--- src/rtl/fkg_pkg.sv ---
package fkg_pkg;
    localparam int KEY_COUNT   = 4;
    localparam int KEY_IDX_W   = 2;
    localparam int SECT_WIDX_W = 11;   // word index inside an 8 KB sector

    typedef enum logic [1:0] {
        S_LOCK_IDLE,
        S_LOCK_ARMED,
        S_OPEN_IDLE,
        S_OPEN_ARMED
    } guard_state_t;

    typedef struct packed {
        logic                   rd;
        logic                   key_rd;
        logic                   key_wr;
        logic                   key_hit;
        logic                   data_hit;
        logic                   flash_rd;
        logic                   stat_rd;
        logic                   prog;
        logic                   erase;
        logic [KEY_IDX_W-1:0]   key_idx;
        logic [SECT_WIDX_W-1:0] data_idx;
    } bus_dec_t;
endpackage

--- src/rtl/fkg_decode.sv ---
module fkg_decode
    import fkg_pkg::*;
#(
    parameter int                ADDR_W     = 16,
    parameter int                DATA_WORDS = 8,
    parameter logic [ADDR_W-1:0] CTRL_BASE  = 16'h8000
) (
    input  logic              bus_valid,
    input  logic              bus_write,
    input  logic [ADDR_W-1:0] bus_addr,
    output bus_dec_t          dec
);
    localparam logic [11:0] OFF_STATUS = 12'h108;
    localparam logic [11:0] OFF_KEY    = 12'h10C;
    localparam logic [11:0] OFF_ERASE  = 12'h110;

    logic        flash_hit;
    logic        ctrl_hit;
    logic        rd_req;
    logic        wr_req;
    logic [11:0] offset;

    always_comb begin
        flash_hit = (bus_addr[ADDR_W-1:13] == '0);
        ctrl_hit  = (bus_addr[ADDR_W-1:12] == CTRL_BASE[ADDR_W-1:12]);
        offset    = bus_addr[11:0];
        rd_req    = bus_valid && !bus_write;
        wr_req    = bus_valid && bus_write;

        dec          = '0;
        dec.rd       = rd_req;
        dec.key_hit  = flash_hit && (bus_addr[12:4] == 9'h1FF);
        dec.key_idx  = bus_addr[3:2];
        dec.data_idx = bus_addr[12:2];
        dec.data_hit = flash_hit && (int'(bus_addr[12:2]) < DATA_WORDS);
        dec.flash_rd = rd_req && flash_hit;
        dec.key_rd   = rd_req && dec.key_hit;
        dec.prog     = wr_req && flash_hit;
        dec.stat_rd  = rd_req && ctrl_hit && (offset == OFF_STATUS);
        dec.key_wr   = wr_req && ctrl_hit && (offset == OFF_KEY);
        dec.erase    = wr_req && ctrl_hit && (offset == OFF_ERASE);
    end
endmodule

--- src/rtl/fkg_array.sv ---
module fkg_array
    import fkg_pkg::*;
#(
    parameter int DATA_W     = 32,
    parameter int DATA_WORDS = 8
) (
    input  logic                   clk,
    input  logic                   rst_n,
    input  logic                   wr_en,
    input  logic                   erase_en,
    input  logic                   key_hit,
    input  logic                   data_hit,
    input  logic [KEY_IDX_W-1:0]   key_idx,
    input  logic [SECT_WIDX_W-1:0] data_idx,
    input  logic [DATA_W-1:0]      wdata,
    output logic [DATA_W-1:0]      rd_word
);
    localparam int WIDX_W = (DATA_WORDS > 1) ? $clog2(DATA_WORDS) : 1;

    logic [DATA_W-1:0] data_q [DATA_WORDS];
    logic [DATA_W-1:0] key_q  [KEY_COUNT];

    for (genvar g = 0; g < DATA_WORDS; g++) begin : g_data
        always_ff @(posedge clk or negedge rst_n) begin
            if (!rst_n)
                data_q[g] <= '1;
            else if (erase_en)
                data_q[g] <= '1;
            else if (wr_en && data_hit && (data_idx == SECT_WIDX_W'(g)))
                data_q[g] <= wdata;
        end
    end

    for (genvar k = 0; k < KEY_COUNT; k++) begin : g_key
        always_ff @(posedge clk or negedge rst_n) begin
            if (!rst_n)
                key_q[k] <= '1;
            else if (erase_en)
                key_q[k] <= '1;
            else if (wr_en && key_hit && (key_idx == KEY_IDX_W'(k)))
                key_q[k] <= wdata;
        end
    end

    always_comb begin
        if (key_hit)
            rd_word = key_q[key_idx];
        else if (data_hit)
            rd_word = data_q[data_idx[WIDX_W-1:0]];
        else
            rd_word = '1;
    end
endmodule

--- src/rtl/fkg_unlock_fsm.sv ---
module fkg_unlock_fsm
    import fkg_pkg::*;
#(
    parameter int DATA_W = 32
) (
    input  logic                 clk,
    input  logic                 rst_n,
    input  logic                 key_rd,
    input  logic                 key_wr,
    input  logic [KEY_IDX_W-1:0] key_idx,
    input  logic [DATA_W-1:0]    stored_word,
    input  logic [DATA_W-1:0]    user_key,
    output logic                 unlocked,
    output logic [KEY_COUNT-1:0] match_vec
);
    guard_state_t         state_q, state_d;
    logic [DATA_W-1:0]    latch_q;
    logic [KEY_IDX_W-1:0] latch_idx_q;
    logic [KEY_COUNT-1:0] vec_q;
    logic [KEY_COUNT-1:0] vec_after;
    logic                 key_ok;
    logic                 do_latch;
    logic                 do_set;
    logic                 do_clear;

    assign key_ok    = (user_key == latch_q);
    assign vec_after = vec_q | (KEY_COUNT'(1) << latch_idx_q);

    // state register
    always_ff @(posedge clk or negedge rst_n) begin
        if (!rst_n) state_q <= S_LOCK_IDLE;
        else        state_q <= state_d;
    end

    // transitions and the actions they fire
    always_comb begin
        state_d  = state_q;
        do_latch = 1'b0;
        do_set   = 1'b0;
        do_clear = 1'b0;
        unique case (state_q)
            S_LOCK_IDLE: begin
                if (key_rd) begin
                    do_latch = 1'b1;
                    state_d  = S_LOCK_ARMED;
                end else if (key_wr) begin
                    do_clear = 1'b1;
                end
            end
            S_LOCK_ARMED: begin
                if (key_rd) begin
                    do_latch = 1'b1;
                end else if (key_wr) begin
                    if (key_ok) begin
                        do_set  = 1'b1;
                        state_d = (&vec_after) ? S_OPEN_IDLE : S_LOCK_IDLE;
                    end else begin
                        do_clear = 1'b1;
                        state_d  = S_LOCK_IDLE;
                    end
                end
            end
            S_OPEN_IDLE: begin
                if (key_rd) begin
                    do_latch = 1'b1;
                    state_d  = S_OPEN_ARMED;
                end else if (key_wr) begin
                    do_clear = 1'b1;
                    state_d  = S_LOCK_IDLE;
                end
            end
            S_OPEN_ARMED: begin
                if (key_rd) begin
                    do_latch = 1'b1;
                end else if (key_wr) begin
                    if (key_ok) begin
                        do_set  = 1'b1;
                        state_d = S_OPEN_IDLE;
                    end else begin
                        do_clear = 1'b1;
                        state_d  = S_LOCK_IDLE;
                    end
                end
            end
            default: state_d = S_LOCK_IDLE;
        endcase
    end

    always_ff @(posedge clk or negedge rst_n) begin
        if (!rst_n) begin
            latch_q     <= '0;
            latch_idx_q <= '0;
            vec_q       <= '0;
        end else begin
            if (do_latch) begin
                latch_q     <= stored_word;
                latch_idx_q <= key_idx;
            end
            if (do_clear)
                vec_q <= '0;
            else if (do_set)
                vec_q <= vec_after;
        end
    end

    // outputs
    always_comb begin
        unlocked  = (state_q == S_OPEN_IDLE) || (state_q == S_OPEN_ARMED);
        match_vec = vec_q;
    end
endmodule

--- src/rtl/flash_key_guard.sv ---
module flash_key_guard
    import fkg_pkg::*;
#(
    parameter int                ADDR_W     = 16,
    parameter int                DATA_W     = 32,
    parameter int                DATA_WORDS = 8,
    parameter logic [ADDR_W-1:0] CTRL_BASE  = 16'h8000
) (
    input  logic              clk,
    input  logic              rst_n,
    input  logic              bus_valid,
    input  logic              bus_write,
    input  logic [ADDR_W-1:0] bus_addr,
    input  logic [DATA_W-1:0] bus_wdata,
    output logic [DATA_W-1:0] bus_rdata,
    output logic              bus_rvalid,
    output logic              wr_enable,
    output logic              prot_err
);
    localparam int UNLOCK_BIT = 15;

    bus_dec_t             dec;
    logic [DATA_W-1:0]    rd_word;
    logic [DATA_W-1:0]    rd_next;
    logic [DATA_W-1:0]    status_word;
    logic [KEY_COUNT-1:0] match_vec;
    logic                 unlocked;

    fkg_decode #(
        .ADDR_W(ADDR_W), .DATA_WORDS(DATA_WORDS), .CTRL_BASE(CTRL_BASE)
    ) u_dec (
        .bus_valid(bus_valid), .bus_write(bus_write), .bus_addr(bus_addr), .dec(dec)
    );

    fkg_array #(
        .DATA_W(DATA_W), .DATA_WORDS(DATA_WORDS)
    ) u_arr (
        .clk(clk), .rst_n(rst_n),
        .wr_en(dec.prog && unlocked),
        .erase_en(dec.erase && unlocked),
        .key_hit(dec.key_hit), .data_hit(dec.data_hit),
        .key_idx(dec.key_idx), .data_idx(dec.data_idx),
        .wdata(bus_wdata), .rd_word(rd_word)
    );

    fkg_unlock_fsm #(
        .DATA_W(DATA_W)
    ) u_fsm (
        .clk(clk), .rst_n(rst_n),
        .key_rd(dec.key_rd), .key_wr(dec.key_wr), .key_idx(dec.key_idx),
        .stored_word(rd_word), .user_key(bus_wdata),
        .unlocked(unlocked), .match_vec(match_vec)
    );

    always_comb begin
        status_word                 = '0;
        status_word[UNLOCK_BIT]     = unlocked;
        status_word[KEY_COUNT-1:0]  = match_vec;
        if (dec.stat_rd)
            rd_next = status_word;
        else if (dec.flash_rd && dec.key_hit)
            rd_next = unlocked ? rd_word : '0;
        else if (dec.flash_rd)
            rd_next = rd_word;
        else
            rd_next = '0;
    end

    always_ff @(posedge clk or negedge rst_n) begin
        if (!rst_n) begin
            bus_rdata  <= '0;
            bus_rvalid <= 1'b0;
            prot_err   <= 1'b0;
        end else begin
            bus_rvalid <= dec.rd;
            if (dec.rd)
                bus_rdata <= rd_next;
            prot_err <= (dec.prog || dec.erase) && !unlocked;
        end
    end

    assign wr_enable = unlocked;
endmodule

--- config.mk ---
export PLATFORM = sky130hd
export DESIGN_NAME = flash_key_guard
export DESIGN_NICKNAME = d
export VERILOG_FILES = /design/src/rtl/fkg_pkg.sv /design/src/rtl/fkg_decode.sv /design/src/rtl/fkg_array.sv /design/src/rtl/fkg_unlock_fsm.sv /design/src/rtl/flash_key_guard.sv
export SDC_FILE = /design/constraint.sdc
export NUM_CORES = 1
export LEC_CHECK = 0
export BUFFER_PORTS_ARGS = -buffer_cell sky130_fd_sc_hd__buf_4
export CAP_MARGIN = 20
export CORE_ASPECT_RATIO = 1.5
export CORE_MARGIN = 2
export CORE_UTILIZATION = 40
export DETAILED_ROUTE_END_ITERATION = 12
export GPL_TIMING_DRIVEN = 0
export PLACE_DENSITY = 0.69
export SYNTH_ARGS = -nofsm -noshare
export SYNTH_HDL_FRONTEND = slang
export SYNTH_SLANG_ARGS = --single-unit
export TNS_END_PERCENT = 50
--- constraint.sdc ---
create_clock -name clk -period 2 [get_ports clk]
set_input_delay 0.2 -clock clk [delete_from_list [all_inputs] [get_ports clk]]
set_output_delay 0.2 -clock clk [all_outputs]
set_load 0.01 [all_outputs]
==> results.cfg <==
[synth]
ys_warn_count = 0
avgSynthCellArea_um2 = 12.43
netlist_instances = 1801
synth_ff_type = dfstp_2
synthArstFlopShare = 1.000
syn_area_um2 = 22380
synth_edf_count = 0
synth_fp_nets = 1853
yosysUniqueCellTypes = 39
ys_ff_latch = 458
ys_seq_area_frac = 0.5336

[run_status]
violations = setup timing
status = complete, but fails checks

[timing]
setup_slack_ns = -0.2473
rsz0062_at_grt = yes
hold_violations = 0
setup_viol_count_final = 141
max_slew_margin = 0.3581
whs_ns = 0.06475
finalClockSkew_ns = 0.02112
worst_slew_pin_slew_ns = 0.9628
fmax_ghz = 0.4450
min_period_over_period = 1.124
slew_viol_final = 0
finalCriticalPeriod_ns = 2.247
tns_ns = -5.056

[final_layout]
area_growth_pct = 19.20
num-nets-final = 2041
final_cells = 2728
layout_commonest_cell = nand2_1
n_fill_cell = 4821
final_cell_mix = 485 x nand2_1, 384 x dfstp_2, 354 x mux2i_1, 107 x buf_4, 96 x mux4_2
drive_gt1_frac = 0.4249

[route]
route.vias.total = 15560
dr.pass1.iters = 6
post_drt_via_cell_ratio = 5.705
drcViolationCount = 0
postRouteAntennaNets = 0
wl_um = 68450
drt_iter0_markers = 1263
wl_per_cell_um = 25.09

[critical_path]
crit_fanout = 5
critPathKind = reg2reg
worstPathArrival_ns = 2.73
crit_path_end_kind = flip-flop
cp-start-kind = flip-flop
required_ns = 2.49

[global_routing]
grt_pass1_vias = 16540
grt.total_usage = 0.2397
grt_max_degree = 121
use_met1 = 0.2873
grt_overflow_total = 0
top_usage_layer = met2
grtUsageMet2 = 0.4039
use_met3 = 0.03427
grt_pass1_wl_um = 103100
antenna_found_initial = 1

[clock_network]
cts_root_buffer = clkbuf_16
htree_levels = 2
cts_made_buffers = 43
cts.sinks = 458
clk_pin_slew_worst_paths_ns = 0.07
clk_latency_ns = 0.57
clock_path_buffers = 3
cts_tree = yes

[power]
ir_drop_mv = 0.6780
seq_power_share = 0.488
p_total_w = 0.01925
power_switching_w = 0.004377
power.density_nw_per_um2 = 721.6
combPwrFrac = 0.059
leakagePower_nw = 14.22
clock_power_share = 0.453
intPower_w = 0.01487
sw_frac_of_total = 0.2274

[floorplanning]
rows = 106
core_um2 = 55570
fp.dieW_um = 197.1
die-area_um2 = 57900
fp.dieH_um = 293.7
initial_utilization = 0.4027
ios = 87

[placement]
port_buffers = 84
place_inst = 2591
post-place-ws_ns = -1.308
gp_congestion = 0.9298
hpwl_um = 46640

[worst_hold_path]
hold_path_class = in2reg

[job]
drv_cap = 0
[critical path, cell delays in order, from the launching register on]
cell and delay [ns]:
dfrtp_2 0.45, xnor2_4 0.25, nand4_1 0.28, or4_1 0.57, o41a_1 0.46, a21oi_1 0.17
[routing by layer]
layer | routed length, um | part of all wire
met5 | 0 | 0
met4 | 4726 | 0.069
met3 | 4251 | 0.062
met2 | 33720 | 0.49
met1 | 25750 | 0.38
[synthesized netlist by cell type, types with 4 or more instances]
master    instances  area share
nand2_1         485       0.081
dfstp_2         384        0.45
mux2i_1         354        0.16
mux4_2           96       0.097
clkbuf_1         93       0.016
dfrtp_1          74       0.083
mux2_2           62       0.031
nand3_1          41      0.0092
buf_6            40       0.020
o221ai_1         31       0.012
xnor2_1          21      0.0082
buf_2            20      0.0045
nor2_1           13      0.0022
xor2_1           11      0.0043
buf_1             9      0.0015
nand4_1           9      0.0025
nor3_1            6      0.0013
inv_1             5     0.00084
or3_1             5      0.0014
a22oi_1           4      0.0013
a31oi_1           4      0.0011
nor4_1            4      0.0011
o21ai_0           4     0.00089
[power by group through the flow]
stage,logic (W),registers [W],clock network (W)
2_1_floorplan,0.000390,0.00956,0
3_3_place_gp,0.000982,0.00953,0
3_5_place_dp,0.00103,0.00954,0
4_1_cts,0.00114,0.00940,0.00885
5_1_grt,0.00121,0.00940,0.00920
6_report,0.00113,0.00940,0.00872
[flip-flops by register name, indices dropped and copies added, names as in the netlist]
| signal | count |
|---|---|
| u_arr.data_q | 256 |
| u_arr.key_q | 128 |
| bus_rdata | 32 |
| u_fsm.latch_q | 32 |
| u_fsm.match_vec | 4 |
| u_fsm.latch_idx_q | 2 |
| u_fsm.state_q | 2 |
| bus_rvalid | 1 |
| prot_err | 1 |
[final timing paths]
check	startpoint	endpoint	slack (ns)	depth (start not counted)
worst max register to register	u_fsm.latch_q[30]	u_fsm.state_q[1]	-0.25	5
worst min-delay path	bus_valid	prot_err	0.06	3
max in group asynchronous	rst_n	u_arr.data_q[21]	0.21	6
worst min register to register	bus_rdata[17]	bus_rdata[17]	0.47	2
min in group asynchronous	rst_n	u_fsm.latch_q[5]	0.37	4
worst max-delay path	u_fsm.latch_q[30]	u_fsm.state_q[1]	-0.25	5
[cell families after synthesis]
group	Yosys count	synth area share
flip-flops	458	0.5336
XOR/XNOR	32	0.01252
multiplexers	512	0.2861
AND/OR/NAND/NOR	581	0.1071
buffers and inverters	167	0.04254
AO/OA/AOI/OAI	51	0.01817
[timing repair]
| action | in CTS | in global routing |
|---|---|---|
| setup buffers | 8 | 10 |
| pin swaps | 13 | 7 |
| endpoints found under the setup margin | 442 | 337 |
| hold buffers | 38 | 0 |
| resized for setup | 113 | 25 |
| endpoints found under the hold margin | 127 | 0 |
[per-stage QoR]
stage          utilization  area [um2]
2_1_floorplan            -       22520
3_3_place_gp        0.4323       24030
3_5_place_dp        0.4345       24140
4_1_cts             0.4773       26520
5_1_grt             0.4800       26670
6_report            0.4801       26680
[area by class of cell]
type	instances	area, um2	share of cell area
diodes	2	5.005	0.0001876
clock inverters	13	180.2	0.006754
flip-flops and latches	458	11940	0.4477
repair buffers	144	1355	0.05080
plain buffers	161	1229	0.04606
well taps	702	878.3	0.03293
inverters	5	18.77	0.0007035
clock buffers	67	1328	0.04976
multi-input cells	1176	9741	0.3651
Note: power is estimated with default switching activity, not from simulation.
